[src/rtl/ecp_pkg.sv]
package ecp_pkg;

    typedef enum logic [2:0] {
        MODE_STD     = 3'b000,
        MODE_PS2     = 3'b001,
        MODE_PPFIFO  = 3'b010,
        MODE_ECPFIFO = 3'b011,
        MODE_EPP     = 3'b100,
        MODE_RSVD    = 3'b101,
        MODE_TEST    = 3'b110,
        MODE_CFG     = 3'b111
    } ecp_mode_e;

    typedef enum logic [1:0] {
        SEL_CTRL = 2'd0,
        SEL_IDX  = 2'd1,
        SEL_DATA = 2'd2,
        SEL_NONE = 2'd3
    } bus_sel_e;

    typedef enum logic {
        LINE_IDLE  = 1'b0,
        LINE_FAULT = 1'b1
    } err_state_e;

    localparam int NUM_SLOTS = 4;
    localparam int OFF_W     = 3;

    // Bit positions inside the extended control register.
    localparam int BIT_MASK = 4;
    localparam int BIT_DMA  = 3;
    localparam int BIT_SVC  = 2;

    function automatic logic [OFF_W-1:0] slot_offset(input int idx);
        case (idx)
            0:       return 3'd0;
            1:       return 3'd2;
            2:       return 3'd4;
            default: return 3'd5;
        endcase
    endfunction

endpackage

[src/rtl/ecp_sync.sv]
module ecp_sync #(
    parameter int   STAGES    = 2,
    parameter logic RESET_VAL = 1'b1
) (
    input  logic clk,
    input  logic rst_n,
    input  logic d,
    output logic q
);
    logic [STAGES-1:0] chain;

    always_ff @(posedge clk) begin
        if (!rst_n) chain <= {STAGES{RESET_VAL}};
        else        chain <= {chain[STAGES-2:0], d};
    end

    assign q = chain[STAGES-1];
endmodule

[src/rtl/ecp_err_irq.sv]
module ecp_err_irq
    import ecp_pkg::*;
(
    input  logic clk,
    input  logic rst_n,
    input  logic line_n,
    input  logic mask,
    output logic irq_pulse
);
    err_state_e state, state_nxt;
    logic       mask_prev;
    logic       fire;

    // Next-state and fire logic.
    always_comb begin
        state_nxt = state;
        fire      = 1'b0;
        unique case (state)
            LINE_IDLE: begin
                if (!line_n) begin
                    state_nxt = LINE_FAULT;   // FALL
                    fire      = !mask;
                end
            end
            LINE_FAULT: begin
                if (line_n) begin
                    state_nxt = LINE_IDLE;    // RISE
                end else if (mask_prev && !mask) begin
                    fire      = 1'b1;         // RELEASE
                end
            end
        endcase
    end

    // State register.
    always_ff @(posedge clk) begin
        if (!rst_n) begin
            state     <= LINE_IDLE;
            mask_prev <= 1'b0;
        end else begin
            state     <= state_nxt;
            mask_prev <= mask;
        end
    end

    // Registered output.
    always_ff @(posedge clk) begin
        if (!rst_n) irq_pulse <= 1'b0;
        else        irq_pulse <= fire;
    end


    irq_single_chk: assert property (@(posedge clk) disable iff (!rst_n)
        irq_pulse |=> !irq_pulse);


    masked_quiet_chk: assert property (@(posedge clk) disable iff (!rst_n)
        (mask && mask_prev) |=> !irq_pulse);


    rise_quiet_chk: assert property (@(posedge clk) disable iff (!rst_n)
        (state == LINE_FAULT && line_n) |=> !irq_pulse);
endmodule

[src/rtl/ecp_index_regs.sv]
module ecp_index_regs
    import ecp_pkg::*;
#(
    parameter logic [NUM_SLOTS*8-1:0] SLOT_RESET = '0
) (
    input  logic             clk,
    input  logic             rst_n,
    input  logic             idx_wr,
    input  logic             data_wr,
    input  logic [7:0]       wdata,
    output logic [OFF_W-1:0] idx_q,
    output logic [7:0]       data_rdata
);
    logic [NUM_SLOTS-1:0]   hit;
    logic [7:0]             slot_q [NUM_SLOTS];
    logic [NUM_SLOTS*8-1:0] slots_flat;
    logic                   hit_any;

    always_ff @(posedge clk) begin
        if (!rst_n)      idx_q <= '0;
        else if (idx_wr) idx_q <= wdata[OFF_W-1:0];
    end

    for (genvar g = 0; g < NUM_SLOTS; g++) begin : g_slot
        localparam logic [OFF_W-1:0] OFF = slot_offset(g);
        assign hit[g] = (idx_q == OFF);

        always_ff @(posedge clk) begin
            if (!rst_n)                slot_q[g] <= SLOT_RESET[g*8 +: 8];
            else if (data_wr && hit[g]) slot_q[g] <= wdata;
        end

        assign slots_flat[g*8 +: 8] = slot_q[g];
    end

    assign hit_any = |hit;

    always_comb begin
        data_rdata = 8'h00;
        for (int i = 0; i < NUM_SLOTS; i++) begin
            if (hit[i]) data_rdata = data_rdata | slot_q[i];
        end
    end


    bad_offset_chk: assert property (@(posedge clk) disable iff (!rst_n)
        (data_wr && !hit_any) |=> $stable(slots_flat));


    one_hit_chk: assert property (@(posedge clk) disable iff (!rst_n)
        $onehot0(hit));
endmodule

[src/rtl/ecp_ctrl_regs.sv]
module ecp_ctrl_regs
    import ecp_pkg::*;
(
    input  logic       clk,
    input  logic       rst_n,
    input  logic [1:0] bus_addr,
    input  logic       bus_wr,
    input  logic       bus_rd,
    input  logic [7:0] bus_wdata,
    output logic [7:0] bus_rdata,
    input  logic       cfg_en,
    input  logic       fault_n,
    input  logic       svc_set,
    output logic       dma_req,
    output logic       dma_req_oe,
    output logic       irq_pulse,
    output logic [2:0] mode
);
    ecp_mode_e         mode_q;
    logic              mask_q, dma_q, svc_q;
    logic              ctrl_wr, idx_wr, data_wr;
    logic              fault_sync;
    logic [OFF_W-1:0]  idx_q;
    logic [7:0]        data_rdata;
    bus_sel_e          sel;

    assign sel     = bus_sel_e'(bus_addr);
    assign ctrl_wr = bus_wr && (sel == SEL_CTRL);
    assign idx_wr  = bus_wr && cfg_en && (sel == SEL_IDX);
    assign data_wr = bus_wr && cfg_en && (sel == SEL_DATA);

    // Extended control register.
    always_ff @(posedge clk) begin
        if (!rst_n) begin
            mode_q <= MODE_STD;
            mask_q <= 1'b0;
            dma_q  <= 1'b0;
            svc_q  <= 1'b0;
        end else begin
            if (ctrl_wr) begin
                if (ecp_mode_e'(bus_wdata[7:5]) != MODE_RSVD)
                    mode_q <= ecp_mode_e'(bus_wdata[7:5]);
                mask_q <= bus_wdata[BIT_MASK];
                dma_q  <= bus_wdata[BIT_DMA];
                svc_q  <= bus_wdata[BIT_SVC];
            end
            if (svc_set) svc_q <= 1'b1;
        end
    end

    ecp_sync #(.STAGES(2), .RESET_VAL(1'b1)) u_fault_sync (
        .clk   (clk),
        .rst_n (rst_n),
        .d     (fault_n),
        .q     (fault_sync)
    );

    ecp_err_irq u_err_irq (
        .clk       (clk),
        .rst_n     (rst_n),
        .line_n    (fault_sync),
        .mask      (mask_q),
        .irq_pulse (irq_pulse)
    );

    ecp_index_regs u_index (
        .clk        (clk),
        .rst_n      (rst_n),
        .idx_wr     (idx_wr),
        .data_wr    (data_wr),
        .wdata      (bus_wdata),
        .idx_q      (idx_q),
        .data_rdata (data_rdata)
    );

    // Read mux (combinational; bus_rd qualifies the sample point only).
    always_comb begin
        bus_rdata = 8'h00;
        unique case (sel)
            SEL_CTRL: bus_rdata = {mode_q, mask_q, dma_q, svc_q, 2'b00};
            SEL_IDX:  bus_rdata = cfg_en ? {5'b0, idx_q} : 8'h00;
            SEL_DATA: bus_rdata = cfg_en ? data_rdata : 8'h00;
            SEL_NONE: bus_rdata = 8'h00;
        endcase
    end

    assign mode       = mode_q;
    assign dma_req_oe = dma_q;
    assign dma_req    = dma_q && !svc_q;


    dma_off_chk: assert property (@(posedge clk) disable iff (!rst_n)
        !dma_req_oe |-> !dma_req);


    mode_legal_chk: assert property (@(posedge clk) disable iff (!rst_n)
        mode != 3'b101);


    idx_gate_chk: assert property (@(posedge clk) disable iff (!rst_n)
        !cfg_en |=> $stable(idx_q));


    svc_set_chk: assert property (@(posedge clk) disable iff (!rst_n)
        svc_set |=> (svc_q && !dma_req));


    idx_upper_chk: assert property (@(posedge clk) disable iff (!rst_n)
        (bus_rd && sel == SEL_IDX) |-> (bus_rdata[7:3] == 5'b0));


    ctrl_low_chk: assert property (@(posedge clk) disable iff (!rst_n)
        (bus_rd && sel == SEL_CTRL) |-> (bus_rdata[1:0] == 2'b00));


    data_gate_chk: assert property (@(posedge clk) disable iff (!rst_n)
        (bus_rd && !cfg_en && sel != SEL_CTRL) |-> (bus_rdata == 8'h00));
endmodule

[config.mk]
export PLATFORM = sky130hd
export DESIGN_NAME = ecp_ctrl_regs
export DESIGN_NICKNAME = d
export VERILOG_FILES = /design/src/rtl/ecp_pkg.sv /design/src/rtl/ecp_sync.sv /design/src/rtl/ecp_err_irq.sv /design/src/rtl/ecp_index_regs.sv /design/src/rtl/ecp_ctrl_regs.sv
export SDC_FILE = /design/constraint.sdc
export NUM_CORES = 1
export LEC_CHECK = 0
export BUFFER_PORTS_ARGS = -buffer_cell sky130_fd_sc_hd__buf_4
export CAP_MARGIN = 10
export CELL_PAD_IN_SITES_DETAIL_PLACEMENT = 1
export CELL_PAD_IN_SITES_GLOBAL_PLACEMENT = 2
export CORE_MARGIN = 5
export CORE_UTILIZATION = 25
export CTS_CLUSTER_DIAMETER = 80
export CTS_CLUSTER_SIZE = 12
export DETAILED_ROUTE_END_ITERATION = 8
export GPL_TIMING_DRIVEN = 0
export PLACE_DENSITY_LB_ADDON = 0.1
export REMOVE_ABC_BUFFERS = 1
export SYNTH_ARGS = -nofsm -noshare
export SYNTH_HDL_FRONTEND = slang
export SYNTH_SLANG_ARGS = --single-unit
[constraint.sdc]
create_clock -name clk -period 2.6 [get_ports clk]
set_input_delay 0.13 -clock clk [delete_from_list [all_inputs] [get_ports clk]]
set_output_delay 0.13 -clock clk [all_outputs]
set_load 0.05 [all_outputs]
==> results of run 1 <==
sequential cells by signal, summed over array words and instances, names as in the netlist:
signal,cells
u_index.idx_q,3
mask_q,1
u_err_irq.mask_prev,1
svc_q,1
mode,3
u_index.slot_q,32
u_fault_sync.chain,2
dma_req_oe,1
u_err_irq.irq_pulse,1
u_err_irq.state,1
per-stage QoR:
step                      TNS [ps]  cell area (sq um)
final                            0               2620
after global routing             0               2620
after CTS                        0               2600
after detailed placement         0               2520
after global placement       -6460               2500
after floorplan                  0               2150
what timing repair did:
item,in CTS,in global routing
resized for setup,0,3
hold endpoints to repair,0,1
setup endpoints to repair,0,10
hold buffers,0,1
power groups by stage:
stage               Sequential, mW  Combinational, mW  Clock, mW
CTS                          0.821              0.159      0.451
global route                 0.824              0.171      0.480
floorplan                    0.843             0.0742          0
detailed placement           0.838              0.159          0
global placement             0.837              0.154          0
finish                       0.820              0.157      0.436
Yosys cell counts:
master / n
o22a_1: 6
inv_2: 1
nand2b_1: 3
a31oi_1: 2
or2_2: 1
nand4b_4: 1
a2111oi_0: 1
nor3_4: 1
or3b_2: 1
nor2_1: 7
and2_1: 31
clkbuf_1: 2
o22ai_1: 3
buf_2: 3
buf_6: 1
inv_1: 9
nor4_1: 2
nor3b_4: 1
nand3b_1: 1
or3b_1: 1
nand2_1: 8
a21oi_1: 4
or2_1: 1
mux2i_1: 19
o31ai_1: 2
edfxtp_1: 32
buf_4: 2
nor3_2: 1
o32ai_1: 5
dfxtp_1: 14
nor4_4: 2
a221oi_1: 1
nor2b_1: 2
a32o_1: 2
o21ai_0: 6
nand4b_1: 1
critical path: stages (launching register included):
cell      delay [ps]
dfxtp_2          470
nand2b_1         450
o31ai_1          700
buf_2            320
layer usage:
layer	part of all wire (%)	track usage, %
met1	48	14.8
met2	49	19.2
met3	2.3	2.43
met4	1.1	3.05
met5	0	0
cell type report:
cell class / count / area share, %
clock buffers: 6 / 2.77
repair buffers: 32 / 9.17
inverters: 10 / 1.43
flip-flops and latches: 46 / 47.5
clock inverters: 2 / 0.382
multi-input cells: 116 / 33.6
well taps: 108 / 5.16
how the worst max path moves through the flow:
stage	end	slack [ps]
2_1_floorplan	u_index.slot_q[0][10]$_SDFFCE_PN0P_	440
3_3_place_gp	u_index.slot_q[0][12]$_SDFFCE_PN0P_	-320
3_5_place_dp	u_index.slot_q[0][8]$_SDFFCE_PN0P_	60
4_1_cts	u_index.slot_q[0][15]$_SDFFCE_PN0P_	10
5_1_grt	u_index.slot_q[0][5]$_SDFFCE_PN0P_	250
6_report	u_index.slot_q[1][7]$_SDFFCE_PN0P_	350
kinds of logic after synthesis:
group | synth area share, %
mux | 8.65
compound gates | 10.5
flops | 56.4
simple gates | 20.5
buf+inv | 3.92
==> metrics.csv, run 1 <==
metric,value,unit
status,completed,
swShare,25.7,%
drtPass1Iterations,4,
cp.arrival,2250,ps
finalNonFillerCells,320,
num_rows,34,
dp_hpwl,4290,um
setup.worst_path.start,u_index.idx_q[1]$_SDFFE_PN0P_,
wl_per_cell,18.6,um
layout_commonest_cell,edfxtp_1,
multi_input_area,881,sq um
pre_cts_ws,55.0,ps
cts_buffers,5,
reg2reg_depth,3,
yosysUniqueCellTypes,36,
power_frac_seq,58.1,%
cts_max_level,2,
grt_overflow,0,
hold_path_class,in -> reg,
register_area,0.00124,sq mm
clock.fmax,445,MHz
grt_pass1_vias,1670,
drt_iter0_drc,63,
ioPinCount,31,
start_util,25.5,%
combPwrFrac,11.1,%
hp-start,svc_set,
power_switching,364,uW
drv_slew,0,
worstSetupPathType,reg -> reg,
drc_errors,0,
die_h,104,um
most-common-layout-cells,"edfxtp_1 (32), and2_1 (31), buf_4 (30), mux2i_1 (19), dfxtp_1 (12)",
worstMarginPinSlew,946,ps
ys_ff_latch,46,
vias_per_cell,4.73,
leakage,0.943,nW
place_congestion,0.712,
holdPathStages,3,
mappedNetlistArea,0.00220,sq mm
synth_top_area_share,43.7,%
fin_util,30.3,%
power-per-cell-area,539,mW/mm^2
dieArea,0.0108,sq mm
finalCriticalPeriod,2250,ps
cts_sinks,46,
antenna_found_initial,0,
whs_endpoint,svc_q$_SDFFE_PN0P_,
cts_root_buffer,clkbuf_8,
die_w,104,um
n_antenna_cell,0,
synth_cells,180,
ir_drop,0.182,mV
grt_first_pass_wirelength,9460,um
fillCellCount,969,
ff2ff_setup_slack,350,ps
critPathRequiredTime,2600,ps
syn_area_per_cell,12.2,sq um
power_frac_clock,30.8,%
syn_to_final_growth,19.1,%
yosysSeqAreaShare,56.4,%
p_int,1.05,mW
critPathMaxFanout,15,
clockBufferDepth,2,
hold_viol,0,
clock_skew,13.3,ps
nets,228,
grt_max_degree,18,
drtAntennaViolNets,0,
num_vias,1513,
yosysTopAreaCell,edfxtp_1,
finalPower,1.41,mW
core_area,0.00864,sq mm
r2r_start,u_index.idx_q[1]$_SDFFE_PN0P_,
cts_setup_buffers,0,
drive_gt1_share,24.1,%
yosysWarnings,0,
setup_viol,0,
portBuffers,29,
clk_pin_slew,100,ps
period_share,86.4,%
clk_latency,300,ps
grt_usage,11.4,%
worstSetupStartpointType,flip-flop,
drv_cap,0,
rsz0062_at_grt,false,
wirelength,5960,um
fin_ws,352,ps
rr_endpoint,u_index.slot_q[1][7]$_SDFFCE_PN0P_,
dp_cells,311,
slew_headroom,36.5,%
end_kind,flip-flop,
cts_tree,done,
synthTopCellsByArea,"edfxtp_1 (44%), dfxtp_1 (13%), and2_1 (8.8%), mux2i_1 (8.6%), o22a_1 (2.4%)",
whs,62.9,ps
No activity file was read; power rests on OpenSTA's default activity.
==> run 2, diff against run 1 <==
Settings changed: PLACE_DENSITY from default to 0.59, PLACE_DENSITY_LB_ADDON 0.1 to default.
==> run 2 against run 1 <==
Total power rose by 1.5%. Fmax decreased by 8.5%. Via count is 1.9% lower. Clock power rose by 4%. Sequential power is essentially flat. Sequential share of layout area shrank 0.23 points. Worst setup slack lost 210 ps. Critical path type is now reg -> out. Clock skew is 6.1 ps lower.
==> metrics.csv, run 2 (same netlist as run 1, synthesis figures left out) <==
metric,value,unit,change
status,completed,,
fin_area,0.00263,sq mm,+0.29%
drv_cap,0,,unchanged
cts_root_buffer,clkbuf_8,,
vias_per_cell,4.63,,-2.2%
worstSetupPathType,reg -> out,,
end_kind,output pin,,
cts_tree,done,,
wl_met2,2810,um,-3.2%
nets,229,,+0.44%
rsz0062_at_grt,false,,
syn_to_final_growth,19.5,%,
period_share,94.5,%,+8.1 points
cts_buffers,5,,unchanged
cp.arrival,2330,ps,+80 ps
core_area,0.00864,sq mm,unchanged
clockBufferDepth,2,,unchanged
critPathRequiredTime,2470,ps,-130 ps
drt_iter0_drc,80,,+27%
clock_skew,7.24,ps,-6.07 ps
n_antenna_cell,0,,unchanged
slew_headroom,44.4,%,+7.9 points
fillCellCount,963,,-0.62%
drv_slew,0,,unchanged
num_vias,1485,,-1.9%
clock.fmax,407,MHz,-8.5%
drive_gt1_share,23.0,%,-1.1 points
grt_first_pass_wirelength,9230,um,-2.4%
ir_drop,0.221,mV,+22%
finalSetupTns,0,ps,unchanged
path_cells,or2_1 -> o22ai_1 -> a32o_1 -> buf_4,,
clk_pin_slew,90,ps,about the same
num_rows,34,,unchanged
power-per-cell-area,546,mW/mm^2,+1.2%
top_layer_used,met4,,
drtPass1Iterations,4,,unchanged
largest_reg_flops,32,,unchanged
grt_usage,11.1,%,-0.31 points
dieArea,0.0108,sq mm,unchanged
die_w,104,um,unchanged
layout_commonest_cell,edfxtp_1,,
multi_input_area,872,sq um,-0.99%
hold_viol,0,,unchanged
portBuffers,29,,unchanged
finalCriticalPeriod,2460,ps,+210 ps
finalNonFillerCells,321,,+0.31%
leakage,0.943,nW,about the same
setup_viol,0,,unchanged
register_area,0.00124,sq mm,-0.20%
grt_max_degree,18,,unchanged
cts_setup_buffers,0,,unchanged
critPathMaxFanout,15,,unchanged
wl_met1,2820,um,-1.1%
largest-register,u_index.slot_q,,
antenna_found_initial,0,,unchanged
critPathMaxStageDelay,870,ps,+170 ps
crit_path_top_delay_cell,dfxtp_1,,
wl_per_cell,18.2,um,-2.0%
cts_max_level,2,,unchanged
place_congestion,0.733,,+3.0%
dp_hpwl,4360,um,+1.7%
die_h,104,um,unchanged
most-common-layout-cells,"edfxtp_1 (32), and2_1 (31), buf_4 (31), mux2i_1 (19), dfxtp_1 (14)",,
detailed_place.area,0.00252,sq mm,about the same
grt_overflow,0,,unchanged
whs,68.3,ps,+5.42 ps
cts_sinks,46,,unchanged
fin_util,30.4,%,+0.087 points
routed-wl-met3,147,um,+8.9%
drtAntennaViolNets,0,,unchanged
wirelength,5860,um,-1.7%
worstMarginPinSlew,827,ps,-120 ps
grt_pass1_vias,1575,,-5.7%
clk_latency,310,ps,about the same
worstSetupStartpointType,flip-flop,,
drc_errors,0,,unchanged
hold_path_class,in -> reg,,
start_util,25.5,%,unchanged
ioPinCount,31,,unchanged
dp_cells,312,,+0.32%
-- run 2: report_power, final --
group / internal (mW) / switching (mW) / total, mW
sequential: 0.806 / 0.0132 / 0.819
combinational: 0.0568 / 0.103 / 0.160
clock: 0.194 / 0.261 / 0.455
-- run 2: metrics by stage --
stage / power, mW / setup WS [ps]
after global routing: 1.50 / 28.0
after detailed placement: 0.999 / -133
after floorplan: 0.917 / 441
after global placement: 0.994 / -91.9
after CTS: 1.46 / 125
final: 1.43 / 143
-- run 2: critical path: cells and delay by family (launching register included) --
family | cells | cell delay [ps]
AO/OA/AOI/OAI | 2 | 470
AND/OR/NAND/NOR | 1 | 490
buffers and inverters | 1 | 190
flip-flops | 1 | 870
-- run 2: path summary, 6_finish.rpt --
check,from,to,slack [ps],depth (start not counted)
hold / removal,rst_n,u_fault_sync.chain[0]$_SDFF_PN1_,70,2
setup reg to reg,u_index.idx_q[1]$_SDFFE_PN0P_,u_index.slot_q[1][6]$_SDFFCE_PN0P_,200,3
setup / recovery,u_index.idx_q[0]$_SDFFE_PN0P_,bus_rdata[0],140,4
hold reg to reg,u_fault_sync.chain[1]$_SDFF_PN1_,u_err_irq.state$_SDFF_PN0_,410,1
-- run 2: area by class of cell --
class | instances | area share, %
Clock buffer | 5 | 2.62
Sequential cell | 46 | 47.2
Clock inverter | 3 | 0.952
Timing Repair Buffer | 33 | 9.43
Inverter | 10 | 1.43
Tap cell | 108 | 5.14
Multi-Input combinational cell | 116 | 33.2
-- run 2: metal layers --
layer	up-vias	track usage, %
met3	6	1.99
met4	0	3.33
li1	727	-
met5	-	0
met2	19	17.7
met1	733	15.3
-- run 2: repair_timing --
action / CTS / global route
endpoints found under the hold margin: 1 / 0
endpoints found under the setup margin: 8 / 0
hold buffers: 1 / 0
resized for setup: 1 / 0
